$ cat src/rtl/sweep_pkg.sv
package sweep_pkg;

  typedef enum logic [2:0] {
    PH_IDLE  = 3'd0,
    PH_START = 3'd1,
    PH_END   = 3'd2,
    PH_STEPS = 3'd3,
    PH_DIV   = 3'd4,
    PH_RUN   = 3'd5
  } phase_e;

  // Step-count menu; selector values above the last entry use the largest count.
  function automatic int unsigned steps_for(input logic [2:0] sel);
    case (sel)
      3'd0:    steps_for = 10;
      3'd1:    steps_for = 20;
      3'd2:    steps_for = 50;
      3'd3:    steps_for = 100;
      3'd4:    steps_for = 200;
      default: steps_for = 500;
    endcase
  endfunction

endpackage

$ cat src/rtl/sweep_divider.sv
module sweep_divider #(
  parameter int NW = 18,
  parameter int DW = 9
) (
  input  logic          clk,
  input  logic          rst,
  input  logic          go,
  input  logic [NW-1:0] dividend,
  input  logic [DW-1:0] divisor,
  output logic          done,
  output logic [NW-1:0] quotient
);
  localparam int CNTW = $clog2(NW + 1);
  localparam int PW   = NW + DW;

  logic [NW-1:0]   quo;
  logic [DW:0]     rem;
  logic [DW:0]     trial;
  logic [CNTW-1:0] cnt;
  logic            busy;
  logic [NW-1:0]   dvd_r;
  logic [DW-1:0]   dvs_r;

  // Restoring division, one quotient bit per cycle.
  always_comb trial = {rem[DW-1:0], quo[NW-1]};

  always_ff @(posedge clk) begin
    if (rst) begin
      quo   <= '0;
      rem   <= '0;
      cnt   <= '0;
      busy  <= 1'b0;
      done  <= 1'b0;
      dvd_r <= '0;
      dvs_r <= '0;
    end else begin
      done <= 1'b0;
      if (go) begin
        quo   <= dividend;
        rem   <= '0;
        cnt   <= CNTW'(NW);
        busy  <= 1'b1;
        dvd_r <= dividend;
        dvs_r <= divisor;
      end else if (busy) begin
        if (trial >= {1'b0, dvs_r}) begin
          rem <= trial - {1'b0, dvs_r};
          quo <= {quo[NW-2:0], 1'b1};
        end else begin
          rem <= trial;
          quo <= {quo[NW-2:0], 1'b0};
        end
        cnt <= cnt - 1'b1;
        if (cnt == CNTW'(1)) begin
          busy <= 1'b0;
          done <= 1'b1;
        end
      end
    end
  end

  assign quotient = quo;

  logic [PW-1:0] prod;
  always_comb prod = {{DW{1'b0}}, quo} * {{NW{1'b0}}, dvs_r};

  // the finished quotient is the floor of the captured span over the count
  assert_quotient_floor_R5: assert property (@(posedge clk) disable iff (rst)
    done |-> (prod <= {{DW{1'b0}}, dvd_r}) &&
             (({{DW{1'b0}}, dvd_r} - prod) < {{NW{1'b0}}, dvs_r}));

endmodule

$ cat src/rtl/sweep_phase_fsm.sv
module sweep_phase_fsm
  import sweep_pkg::*;
#(
  parameter int FW = 18,
  parameter int CW = 9
) (
  input  logic          clk,
  input  logic          rst,
  input  logic          scan,
  input  logic          abort,
  input  logic [FW-1:0] start_khz,
  input  logic [FW-1:0] stop_khz,
  input  logic [2:0]    steps_sel,
  input  logic          div_done,
  output phase_e        phase_o,
  output logic          div_go,
  output logic          run_go,
  output logic [FW-1:0] span_o,
  output logic [CW-1:0] count_o,
  output logic [FW-1:0] lo_o,
  output logic [FW-1:0] hi_o,
  output logic [CW-1:0] n_o
);
  phase_e        phase;
  logic [FW-1:0] a_r, b_r;
  logic          swapped;

  always_comb begin
    swapped = (b_r < a_r);
    span_o  = swapped ? (a_r - b_r) : (b_r - a_r);
    count_o = CW'(steps_for(steps_sel));
    div_go  = (phase == PH_STEPS) && scan && !abort;
    run_go  = (phase == PH_DIV) && div_done && !abort;
  end

  always_ff @(posedge clk) begin
    if (rst) begin
      phase <= PH_IDLE;
      a_r   <= '0;
      b_r   <= '0;
      lo_o  <= '0;
      hi_o  <= '0;
      n_o   <= '0;
    end else if (abort) begin
      phase <= PH_IDLE;
    end else begin
      case (phase)
        PH_IDLE:  if (scan) phase <= PH_START;
        PH_START: if (scan) begin a_r <= start_khz; phase <= PH_END; end
        PH_END:   if (scan) begin b_r <= stop_khz;  phase <= PH_STEPS; end
        PH_STEPS: if (scan) begin
          lo_o  <= swapped ? b_r : a_r;
          hi_o  <= swapped ? a_r : b_r;
          n_o   <= count_o;
          phase <= PH_DIV;
        end
        PH_DIV:   if (div_done) phase <= PH_RUN;
        default:  phase <= PH_RUN;
      endcase
    end
  end

  assign phase_o = phase;

  // abort always lands in idle
  assert_abort_idle_R10: assert property (@(posedge clk) disable iff (rst)
    abort |=> (phase == PH_IDLE));

  // running is entered only from the dividing phase
  assert_run_from_div_R2: assert property (@(posedge clk) disable iff (rst)
    ((phase == PH_RUN) && ($past(phase) != PH_RUN)) |-> ($past(phase) == PH_DIV));

  // scan is ignored while running
  assert_run_holds_R2: assert property (@(posedge clk) disable iff (rst)
    ((phase == PH_RUN) && !abort) |=> (phase == PH_RUN));

  // stored bounds are ordered
  assert_bounds_order_R6: assert property (@(posedge clk) disable iff (rst)
    (phase == PH_RUN) |-> (lo_o <= hi_o));

endmodule

$ cat src/rtl/sweep_point_gen.sv
module sweep_point_gen #(
  parameter int FW = 18,
  parameter int CW = 9
) (
  input  logic          clk,
  input  logic          rst,
  input  logic          abort,
  input  logic          run_go,
  input  logic          in_run,
  input  logic          dwell_tick,
  input  logic [FW-1:0] lo,
  input  logic [FW-1:0] hi,
  input  logic [CW-1:0] n,
  input  logic [FW-1:0] step,
  output logic [FW-1:0] freq_o,
  output logic          load_o,
  output logic          mark_o
);
  logic [CW-1:0] idx;
  logic          last_pt;
  logic          next_last;

  always_comb begin
    last_pt   = (idx == n);
    next_last = ((idx + 1'b1) == n);
  end

  always_ff @(posedge clk) begin
    if (rst) begin
      idx    <= '0;
      freq_o <= '0;
      load_o <= 1'b0;
      mark_o <= 1'b0;
    end else begin
      load_o <= 1'b0;
      mark_o <= 1'b0;
      if (abort) begin
        idx <= idx;
      end else if (run_go) begin
        idx    <= '0;
        freq_o <= lo;
        load_o <= 1'b1;
        mark_o <= 1'b1;
      end else if (in_run && dwell_tick) begin
        load_o <= 1'b1;
        if (last_pt) begin
          idx    <= '0;
          freq_o <= lo;
          mark_o <= 1'b1;
        end else begin
          idx    <= idx + 1'b1;
          freq_o <= next_last ? hi : (freq_o + step);
        end
      end
    end
  end

  // the marker never appears without a load request
  assert_mark_with_load_R9: assert property (@(posedge clk) disable iff (rst)
    mark_o |-> load_o);

  // the marker coincides with the lower bound
  assert_mark_at_lo_R9: assert property (@(posedge clk) disable iff (rst)
    mark_o |-> (freq_o == lo));

  // every loaded point lies within the bounds
  assert_point_in_range_R5: assert property (@(posedge clk) disable iff (rst)
    load_o |-> ((freq_o >= lo) && (freq_o <= hi)));

  // a load follows a tick or the entry into running
  assert_load_cause_R8: assert property (@(posedge clk) disable iff (rst)
    load_o |-> ($past(dwell_tick) || $past(run_go)));

  // no load is issued in the cycle after an abort
  assert_abort_no_load_R10: assert property (@(posedge clk) disable iff (rst)
    abort |=> !load_o);

endmodule

$ cat src/rtl/sweep_scan_ctrl.sv
module sweep_scan_ctrl
  import sweep_pkg::*;
#(
  parameter int FW = 18,
  parameter int CW = 9
) (
  input  logic          clk,
  input  logic          rst,
  input  logic [FW-1:0] start_khz,
  input  logic [FW-1:0] stop_khz,
  input  logic [2:0]    steps_sel,
  input  logic          scan,
  input  logic          abort,
  input  logic          dwell_tick,
  output logic [FW-1:0] freq_khz,
  output logic          load_req,
  output logic          sweep_mark,
  output logic [2:0]    phase
);
  phase_e        ph;
  logic          div_go, div_done, run_go;
  logic [FW-1:0] span, lo, hi, step;
  logic [CW-1:0] count, n;

  sweep_phase_fsm #(.FW(FW), .CW(CW)) u_fsm (
    .clk      (clk),
    .rst      (rst),
    .scan     (scan),
    .abort    (abort),
    .start_khz(start_khz),
    .stop_khz (stop_khz),
    .steps_sel(steps_sel),
    .div_done (div_done),
    .phase_o  (ph),
    .div_go   (div_go),
    .run_go   (run_go),
    .span_o   (span),
    .count_o  (count),
    .lo_o     (lo),
    .hi_o     (hi),
    .n_o      (n)
  );

  sweep_divider #(.NW(FW), .DW(CW)) u_div (
    .clk     (clk),
    .rst     (rst),
    .go      (div_go),
    .dividend(span),
    .divisor (count),
    .done    (div_done),
    .quotient(step)
  );

  sweep_point_gen #(.FW(FW), .CW(CW)) u_pts (
    .clk       (clk),
    .rst       (rst),
    .abort     (abort),
    .run_go    (run_go),
    .in_run    (ph == PH_RUN),
    .dwell_tick(dwell_tick),
    .lo        (lo),
    .hi        (hi),
    .n         (n),
    .step      (step),
    .freq_o    (freq_khz),
    .load_o    (load_req),
    .mark_o    (sweep_mark)
  );

  assign phase = ph;

endmodule

$ cat config.mk
export PLATFORM = sky130hd
export DESIGN_NAME = sweep_scan_ctrl
export DESIGN_NICKNAME = d
export VERILOG_FILES = /design/src/rtl/sweep_pkg.sv /design/src/rtl/sweep_divider.sv /design/src/rtl/sweep_phase_fsm.sv /design/src/rtl/sweep_point_gen.sv /design/src/rtl/sweep_scan_ctrl.sv
export SDC_FILE = /design/constraint.sdc
export NUM_CORES = 1
export LEC_CHECK = 0
export BUFFER_PORTS_ARGS = -buffer_cell sky130_fd_sc_hd__clkbuf_2
export CORE_ASPECT_RATIO = 0.5
export CORE_MARGIN = 3
export CORE_UTILIZATION = 40
export CTS_CLUSTER_DIAMETER = 40
export CTS_CLUSTER_SIZE = 8
export DETAILED_ROUTE_END_ITERATION = 12
export PLACE_DENSITY_LB_ADDON = 0.2
export SLEW_MARGIN = 30
export SYNTH_ARGS = -nofsm -noshare
export SYNTH_HDL_FRONTEND = slang
export SYNTH_SLANG_ARGS = --single-unit
$ cat constraint.sdc
create_clock -name clk -period 3.55 [get_ports clk]
set_input_delay 0 -clock clk [delete_from_list [all_inputs] [get_ports clk]]
set_output_delay 0 -clock clk [all_outputs]
set_load 0.02 [all_outputs]
==> results of run 1 <==
-- critical path: stages (launching register included) --
cell and delay [ps]:
dfxtp_1 390, inv_1 60, ha_1 220, fa_1 380
nand2b_1 180, a21oi_1 270, o2111ai_2 250, a21oi_4 320
o221ai_2 140, and3b_1 220, or4_1 500, a32o_1 250
-- final cells by class --
class / count / share of cell area
clock inverters: 7 / 0.00619
multi-input cells: 927 / 0.531
repair buffers: 135 / 0.0873
clock buffers: 22 / 0.0435
well taps: 307 / 0.0345
inverters: 59 / 0.0199
flip-flops and latches: 154 / 0.277
-- where the power goes --
part | leakage (nW) | switching (mW) | internal, mW
clock network | 0.270 | 0.719 | 1.02
logic | 2.77 | 0.234 | 0.154
registers | 1.24 | 0.00878 | 1.73
total | 4.28 | 0.962 | 2.91
-- worst paths after layout --
kind	depth (start not counted)	startpoint	slack, ps	endpoint
max	11	u_fsm.b_r[0]	260	u_div.quotient[16]
min	5	dwell_tick	80	u_pts.freq_o[13]
max reg2reg	11	u_fsm.b_r[0]	260	u_div.quotient[16]
min reg2reg	2	u_fsm.n_o[8]	470	u_fsm.n_o[8]
-- logic make-up after synthesis --
family,count (synthesis)
AO/OA/AOI/OAI,365
XOR/XNOR,51
adder cells (fa/ha/maj),67
buffers and inverters,132
flip-flops,154
multiplexers,43
AND/OR/NAND/NOR,401
-- stage by stage --
stage	hold slack [ps]	power [mW]	area [µm²]	setup WS (ps)
2_1_floorplan	136	2.01	9480	564
3_3_place_gp	222	2.12	10100	344
3_5_place_dp	230	2.12	10100	295
6_report	82.6	3.87	11100	262
4_1_cts	59.1	3.91	11100	277
5_1_grt	90.8	4.02	11100	61.6
-- flip-flops by register name, summed over array words and instances (netlist names), 3 cells and up --
signal and cells:
u_div.quotient 18, u_fsm.a_r 18, u_fsm.b_r 18, u_fsm.hi_o 18, u_fsm.lo_o 18, u_pts.freq_o 18, u_div.rem 9, u_pts.idx 9
u_div.dvs_r 8, u_fsm.n_o 8, u_div.cnt 5, u_fsm.phase_o 3
-- cells in the final DEF (no fill, tap or decap), types with 6 or more instances in the layout --
| master | instances |
|---|---|
| nand2_1 | 207 |
| dfxtp_1 | 154 |
| a21oi_1 | 132 |
| nor2_1 | 82 |
| o21ai_0 | 70 |
| clkbuf_2 | 65 |
| ha_1 | 63 |
| inv_1 | 58 |
| dlygate4sd3_1 | 45 |
| a311oi_1 | 38 |
| mux2i_1 | 34 |
| xnor2_1 | 32 |
| buf_4 | 23 |
| nand3_1 | 20 |
| xor2_1 | 19 |
| a211oi_1 | 18 |
| nor3_1 | 18 |
| clkbuf_16 | 17 |
| a21o_1 | 14 |
| nand2b_1 | 13 |
| a31oi_1 | 12 |
| a31o_2 | 12 |
| mux2_2 | 9 |
| nor2b_1 | 8 |
| o211ai_1 | 7 |
| nand4_1 | 7 |
| nand3b_1 | 7 |
| a21boi_0 | 6 |
| o21a_1 | 6 |
| o22ai_1 | 6 |
-- per-layer routing --
| layer | part of all wire | global-route usage | routed length, µm |
|---|---|---|---|
| met4 | 0.011 | 0.0626 | 318 |
| met1 | 0.52 | 0.343 | 14800 |
| met2 | 0.41 | 0.319 | 11700 |
| met3 | 0.063 | 0.0449 | 1810 |
| met5 | 0 | 0 | 0 |
-- repair_timing --
item / CTS / global route
endpoints found under the hold margin: 58 / 0
setup buffers: 0 / 0
hold buffers: 45 / 0
==> impl_metrics.csv, run 1 <==
group,metric,value,unit
place,gp_congestion,0.890,
clock_network,htreeDepth,4,
place,dp.cells,1537,
synthesis,async_reset_ff_frac,0,
route,routed_via_density,5.57,
synthesis,synth_area,9480,µm²
hold_path,holdCritPathClass,"in -> reg",
synthesis,synth_xor_area_frac,0.0471,
synthesis,synth_area_per_cell,7.82,µm²
route,ant_nets,0,
route,drt-initial-drc-count,810,
synthesis,ys_seq_area_frac,0.325,
route,drc,0,
place,dp_hpwl,20.8,mm
layout,multi_input_area,5910,µm²
grt,grt_pass1_vias,8177,
critical_path,cp_max_fo,9,
synthesis,synthDistinctLibCells,67,
floorplan,die_area,25700,µm²
synthesis,synth_cells,1213,
layout,seq_area,3080,µm²
clock_network,cts_sinks,154,
grt,grt_pass1_wl,45.6,mm
clock_network,clkTransAtPathRegs,60,ps
pwr,max-vdd-ir-drop,242,µV
timing,setup_viol,0,
synthesis,ys_warn_count,0,
route,vias,8976,
floorplan,boundaryPins,67,
synthesis,synth.area.mux_share,0.0466,
layout,final_core_util,0.483,
pwr,powerDensity,348,nW/µm²
timing,period_needed,3290,ps
route,wl,28.6,mm
floorplan,die_h,115,µm
floorplan,die_w,224,µm
clock_network,worst_skew_pair.late_latency,440,ps
pwr,leakagePower,4.28,nW
grt,grtUsageTotal,0.225,
floorplan,row_count,39,
critical_path,critPathRequiredTime,3880,ps
timing,max_freq,0.304,GHz
synthesis,synth_top_family_by_area,"compound AO/OA/AOI/OAI gates",
synthesis,ys.flop_type,"dfxtp_1",
timing,fin_skew,5.83,ps
layout,layout-drive-gt1-share,0.119,
timing,fin_crit_sh,0.926,
critical_path,crit_type,"reg -> reg",
synthesis,synth_top_cells_by_count,"207 x nand2_1, 154 x dfxtp_1, 132 x a21oi_1",
layout,fillers,2294,
synthesis,netlist_top_cells_area,"dfxtp_1 33%, ha_1 8.3%, nand2_1 8.2%",
grt,grt_overflow,0,
floorplan,core-area,23000,µm²
layout,antenna_cells,0,
synthesis,ys_ff_latch,154,
run_status,status,"complete, no violations",
place,io_buffers,66,
floorplan,initial_utilization,0.412,
synthesis,synthAdderAreaFrac,0.0916,
timing,tightest_slew,898,ps
synthesis,syn_nets,1324,
flow_run,max_cap_violations,0,
clock_network,cts-resized-gates,0,
clock_network,cts_buffer_depth,2,
route,first_pass_iters,5,
synthesis,yosysTopAreaCellShare,0.325,
critical_path,critPathLaunchType,"register",
synthesis,synth_most_common_cell,"nand2_1",
critical_path,endpoint_kind,"register",
layout,final_cells,1611,
synthesis,synth_compound_area_frac,0.248,
critical_path,cp.arrival,3620,ps
synthesis,synthSimpleGateAreaFrac,0.188,
clock_network,cts_buffers,17,
grt,grt_max_degree,95,
timing,drv_slew,0,
layout,synthToLayoutAreaGrowth,17.3,%
synthesis,yosysTopAreaCell,"dfxtp_1",
timing,rsz0062_at_grt,"no",
clock_network,cts_tree,"done",
timing,timing.slew.headroom,0.401,
layout,fin_nets,1405,
timing,setup-tns-final,0,ps
route,wl_per_cell,17.8,µm
synthesis,synth_edf_count,0,
timing,hold_violations,0,
grt,antenna_found_initial,0,
clock_network,cts_root_buf,"clkbuf_16",
(Power assumes the default switching activity.)
==> run 2: changes to the inputs <==
--- a/config.mk
+++ b/config.mk
@@ -13,6 +13,7 @@
 export CTS_CLUSTER_SIZE = 8
 export DETAILED_ROUTE_END_ITERATION = 12
 export PLACE_DENSITY_LB_ADDON = 0.2
+export RECOVER_POWER = 100
 export SLEW_MARGIN = 30
 export SYNTH_ARGS = -nofsm -noshare
 export SYNTH_HDL_FRONTEND = slang
==> constraint.sdc (replaced) <==
create_clock -name clk -period 3.3 [get_ports clk]
set_input_delay 0 -clock clk [delete_from_list [all_inputs] [get_ports clk]]
set_output_delay 0 -clock clk [all_outputs]
set_load 0.02 [all_outputs]
==> impl_metrics.csv, run 2 (synthesis gave the netlist of run 1 again) <==
group,metric,value,unit
pwr,p_comb_frac,0.100,
clock_network,worst_skew_pair.late_latency,440,ps
place,pre_cts_ws,50.4,ps
layout,seq_area,3080,µm²
pwr,internal_power,3.29,mW
floorplan,initial_utilization,0.412,
hold_path,holdCritPathClass,"in -> reg",
flow_run,max_cap_violations,0,
route,drt-initial-drc-count,846,
layout,fin_nets,1424,
timing,timing.slew.headroom,0.0421,
pwr,p_clk_frac,0.469,
route,drc,0,
floorplan,core-area,23000,µm²
timing,max_freq,0.320,GHz
grt,grt_overflow,0,
layout,layout_commonest_cell,"nand2_1",
clock_network,cts_setup_buffers,0,
timing,tightest_slew,1440,ps
route,wl,29.0,mm
layout,multi_input_area,5930,µm²
route,vias,9019,
clock_network,cts_tree,"done",
place,dp_hpwl,21.2,mm
route,first_pass_iters,5,
layout,final_cell_mix,"207 x nand2_1, 154 x dfxtp_1, 131 x a21oi_1, 82 x nor2_1, 70 x o21ai_0",
pwr,max-vdd-ir-drop,325,µV
pwr,powerDensity,385,nW/µm²
grt,antenna_found_initial,0,
floorplan,die_h,115,µm
place,io_buffers,66,
timing,fin_crit_sh,0.947,
grt,grt_max_degree,94,
timing,drv_slew,0,
timing,setup_viol,0,
floorplan,die_w,224,µm
clock_network,cts_root_buf,"clkbuf_16",
layout,layout-drive-gt1-share,0.112,
timing,rsz0062_at_grt,"no",
layout,synthToLayoutAreaGrowth,19.2,%
critical_path,cp_max_fo,8,
critical_path,endpoint_kind,"register",
timing,hold_violations,0,
run_status,status,"complete, no violations",
critical_path,cp.arrival,3450,ps
clock_network,cts_sinks,154,
pwr,leakagePower,4.33,nW
clock_network,cts_buffers,17,
floorplan,die_area,25700,µm²
critical_path,r2r_slack,180,ps
clock_network,htreeDepth,4,
grt,grt_pass1_vias,8122,
place,gp_congestion,0.845,
floorplan,row_count,39,
route,routed_via_density,5.53,
critical_path,crit_type,"reg -> reg",
route,ant_nets,0,
pwr,p_seq_frac,0.430,
timing,fin_skew,9.15,ps
layout,final_core_util,0.491,
critical_path,critPathLaunchType,"register",
layout,antenna_cells,0,
timing,setup-tns-final,0,ps
floorplan,boundaryPins,67,
clock_network,clkTransAtPathRegs,60,ps
timing,worst_slack,175,ps
pwr,switchingPower,1.06,mW
clock_network,cts_buffer_depth,2,
route,wl_per_cell,17.7,µm
timing,period_needed,3120,ps
critical_path,critPathRequiredTime,3630,ps
grt,grtUsageTotal,0.226,
layout,fillers,2293,
grt,grt_pass1_wl,45.4,mm
pwr,swShare,0.244,
## run 2: changes by cell type in the layout (fill, tap and decap cells not counted), sizes merged
cell,delta
clkbuf,+10
clkinvlp,-2
dlygate4sd3,-2
buf,+14
bufinv,+1
## run 2: worst paths after layout
kind,start,to,cells past startpoint
worst max-delay path,u_fsm.b_r[12],u_div.quotient[16],10
worst min-delay path,scan,u_fsm.phase_o[1],4
worst max register to register,u_fsm.b_r[12],u_div.quotient[16],10
worst min register to register,u_div.dvs_r[7],u_div.dvs_r[7],2
## run 2: area by class of cell
type	count	share of cell area
Multi-Input combinational cell	927	0.525
Clock inverter	6	0.00742
Inverter	59	0.0196
Tap cell	307	0.0340
Timing Repair Buffer	154	0.0948
Clock buffer	25	0.0465
Sequential cell	154	0.273
## run 2: power by group through the flow
stage / clock, mW / combinational (mW) / sequential [mW]
finish: 2.04 / 0.437 / 1.87
global route: 2.16 / 0.476 / 1.87
CTS: 2.08 / 0.434 / 1.87
detailed placement: 0 / 0.395 / 1.91
global placement: 0 / 0.394 / 1.91
floorplan: 0 / 0.247 / 1.91
## run 2: repair_timing
| item | CTS | global route |
|---|---|---|
| endpoints found under the setup margin | 0 | 13 |
| hold buffers | 43 | 0 |
| resized for setup | 0 | 5 |
| endpoints found under the hold margin | 63 | 0 |
## run 2: critical path, stage by stage, from the launching register on
cell and delay [ps]:
dfxtp_1 410, inv_1 70, ha_1 470, and3_4 280, nand2_2 70, or3_4 420, a21oi_4 200, o221ai_2 120
and3b_1 210, or4_1 520, a32o_1 260
## run 2: per-stage QoR
stage	power (mW)	instance area [µm²]	hold slack [ps]	instances
final	4.35	11300	45.1	1632
after global routing	4.51	11300	54.6	1632
after CTS	4.39	11300	19.2	1632
after detailed placement	2.31	10300	230	1558
after global placement	2.31	10300	221	1558
after floorplan	2.16	9480	136	1213
## run 2: per-layer routing
layer | GRT usage | vias to the layer above | routed length [µm]
met3 | 0.0482 | 18 | 1900
met1 | 0.343 | 4252 | 15000
li1 | - | 4521 | -
met4 | 0.0379 | 0 | 224
met2 | 0.331 | 228 | 11800
met5 | 0 | - | 0
==> run 3: changes to the inputs <==
--- a/config.mk
+++ b/config.mk
@@ -6,7 +6,7 @@
 export NUM_CORES = 1
 export LEC_CHECK = 0
 export BUFFER_PORTS_ARGS = -buffer_cell sky130_fd_sc_hd__clkbuf_2
-export CORE_ASPECT_RATIO = 0.5
+export CORE_ASPECT_RATIO = 2
 export CORE_MARGIN = 3
 export CORE_UTILIZATION = 40
 export CTS_CLUSTER_DIAMETER = 40
@@ -14,6 +14,7 @@
 export DETAILED_ROUTE_END_ITERATION = 12
 export PLACE_DENSITY_LB_ADDON = 0.2
 export RECOVER_POWER = 100
+export SETUP_SLACK_MARGIN = 0.02
 export SLEW_MARGIN = 30
 export SYNTH_ARGS = -nofsm -noshare
 export SYNTH_HDL_FRONTEND = slang
==> impl_metrics.csv, run 3 (synthesis gave the netlist of run 1 again) <==
group,metric,value,unit
flow_run,max_cap_violations,0,
hold_path,min_from,"dwell_tick",
place,pre_cts_ws,-7.64,ps
floorplan,boundaryPins,67,
route,wl_per_cell,17.8,µm
place,dpl-instance-area,10300,µm²
place,io_buffers,66,
floorplan,die_area,25700,µm²
floorplan,row_count,79,
floorplan,core-area,23300,µm²
critical_path,timing.critical_path.buf_inv,1,
run_status,status,"complete, no violations",
grt,grt_pass1_wl,45.8,mm
grt,grt_overflow,0,
critical_path,cp_max_fo,8,
timing,worst_slack,158,ps
layout,layout-drive-gt1-share,0.120,
layout,final_cell_mix,"207 x nand2_1, 154 x dfxtp_1, 131 x a21oi_1, 82 x nor2_1, 70 x o21ai_0",
timing,hold_violations,0,
clock_network,worst_skew_pair.late_latency,450,ps
critical_path,path_cells,"inv_1, ha_1, and3_4, nand2_2, or3_4, a21oi_4, o221ai_2, and3b_1, or4_1, a32o_1",
pwr,max-vdd-ir-drop,333,µV
floorplan,die_h,224,µm
clock_network,htreeDepth,4,
hold_path,whs_endpoint,"u_pts.mark_o",
place,dp.cells,1542,
critical_path,crit_path_top_delay_cell,"or4_1",
route,vias,9010,
timing,period_needed,3140,ps
layout,final_cells,1621,
floorplan,die_w,115,µm
timing,fin_skew,12.0,ps
place,gp_congestion,0.937,
layout,fin_area,11400,µm²
grt,grtUsageTotal,0.227,
route,routed_via_density,5.56,
pwr,powerDensity,387,nW/µm²
layout,synthToLayoutAreaGrowth,20.0,%
route,drc,0,
clock_network,cts_buffer_depth,2,
grt,grt-busiest-layer,"met2",
layout,antenna_cells,0,
clock_network,cts_sinks,154,
critical_path,r2r-start,"u_fsm.b_r[12]",
grt,met1_usage,0.243,
grt,use_met3,0.0316,
hold_path,holdCritPathClass,"in -> reg",
timing,tightest_slew,1050,ps
grt,grt_pass1_vias,8774,
clock_network,cts_tree,"done",
timing,drv_slew,0,
timing,timing.slew.headroom,0.302,
clock_network,cts_buffers,17,
clock_network,clkTransAtPathRegs,60,ps
critical_path,crit_type,"reg -> reg",
pwr,finalPower,4.41,mW
route,drt-initial-drc-count,501,
floorplan,initial_utilization,0.406,
pwr,leakagePower,4.38,nW
clock_network,cts_root_buf,"clkbuf_16",
critical_path,endpoint_kind,"register",
timing,rsz0062_at_grt,"no",
route,ant_nets,0,
critical_path,r2r-end,"u_div.quotient[16]",
critical_path,cp.arrival,3470,ps
route,first_pass_iters,5,
grt,grt_max_degree,87,
timing,fin_hold_ws,225,ps
critical_path,rr_worst_depth,10,
timing,fin_crit_sh,0.952,
grt,antenna_found_initial,0,
critical_path,max_stage_delay,520,ps
critical_path,critPathRequiredTime,3630,ps
timing,setup_viol,0,
layout,fillers,2390,
layout,layout_commonest_cell,"nand2_1",
grt,grt_use_met2,0.424,
critical_path,path_delay_family,"simple AND/OR/NAND/NOR gates",
timing,max_freq,0.318,GHz
hold_path,min_path_cells,5,
route,wl,28.8,mm
critical_path,critPathLaunchType,"register",
place,dp_hpwl,21.9,mm
layout,fin_nets,1438,
critical_path,r2r_slack,160,ps
[run 3: changes by cell type in the layout (fill, tap and decap cells not counted), sizes merged]
cell	before	now
clkinvlp	0	6
buf	39	48
dlygate4sd3	43	46
clkbuf	97	92
clkinv	5	3
bufinv	2	4
[run 3: stage by stage]
step | TNS (ps) | util
detailed placement | -7.64 | 0.443
finish | 0 | 0.488
CTS | 0 | 0.490
floorplan | 0 | -
global placement | 0 | 0.443
global route | 0 | 0.488
[run 3: where the power goes]
| group | internal, mW | total, mW | leakage (nW) | switching, mW |
|---|---|---|---|---|
| Combinational | 0.181 | 0.437 | 2.86 | 0.256 |
| Clock | 1.27 | 2.10 | 0.282 | 0.828 |
| Sequential | 1.86 | 1.87 | 1.24 | 0.00743 |
| Total | 3.32 | 4.41 | 4.38 | 1.09 |
[run 3: timing repair]
action,in CTS,in global routing
gates resized for setup,1,4
hold endpoints to repair,64,0
pin swaps,0,2
setup endpoints to repair,1,17
gates cloned,0,0
hold buffers,46,0
setup buffers,0,3
[run 3: worst register-to-register path, delay by kind of cell, from the launching register on]
family / cells / cell delay (ps)
fa+ha+maj: 1 / 480
flops: 1 / 400
buf+inv: 1 / 60
simple gates: 5 / 1520
compound gates: 3 / 590
[run 3: worst max-delay path by stage]
stage                        from            endpoint  slack (ps)  depth (start not counted)
finish              u_fsm.b_r[12]  u_div.quotient[16]         160                         10
CTS                  u_fsm.b_r[0]  u_div.quotient[16]          80                         11
floorplan            u_fsm.b_r[0]  u_div.quotient[16]         310                         11
global route        u_fsm.b_r[12]  u_div.quotient[16]           3                         10
global placement     u_fsm.b_r[0]  u_div.quotient[16]          40                         11
detailed placement   u_fsm.b_r[0]  u_div.quotient[16]          -8                         11
[run 3: layout make-up]
| cell class | count | area, µm² | area share |
|---|---|---|---|
| repair buffers | 168 | 1170 | 0.103 |
| well taps | 283 | 354 | 0.0311 |
| inverters | 59 | 221 | 0.0195 |
| clock buffers | 18 | 439 | 0.0386 |
| flip-flops and latches | 154 | 3080 | 0.271 |
| clock inverters | 12 | 175 | 0.0154 |
| multi-input cells | 927 | 5930 | 0.521 |
[run 3: metal layers]
layer,wire length (µm),vias to the layer above,part of all wire
met1,10900,4209,0.38
met2,15900,185,0.55
met4,1190,0,0.041
met3,755,63,0.026
li1,-,4553,-
met5,0,-,0
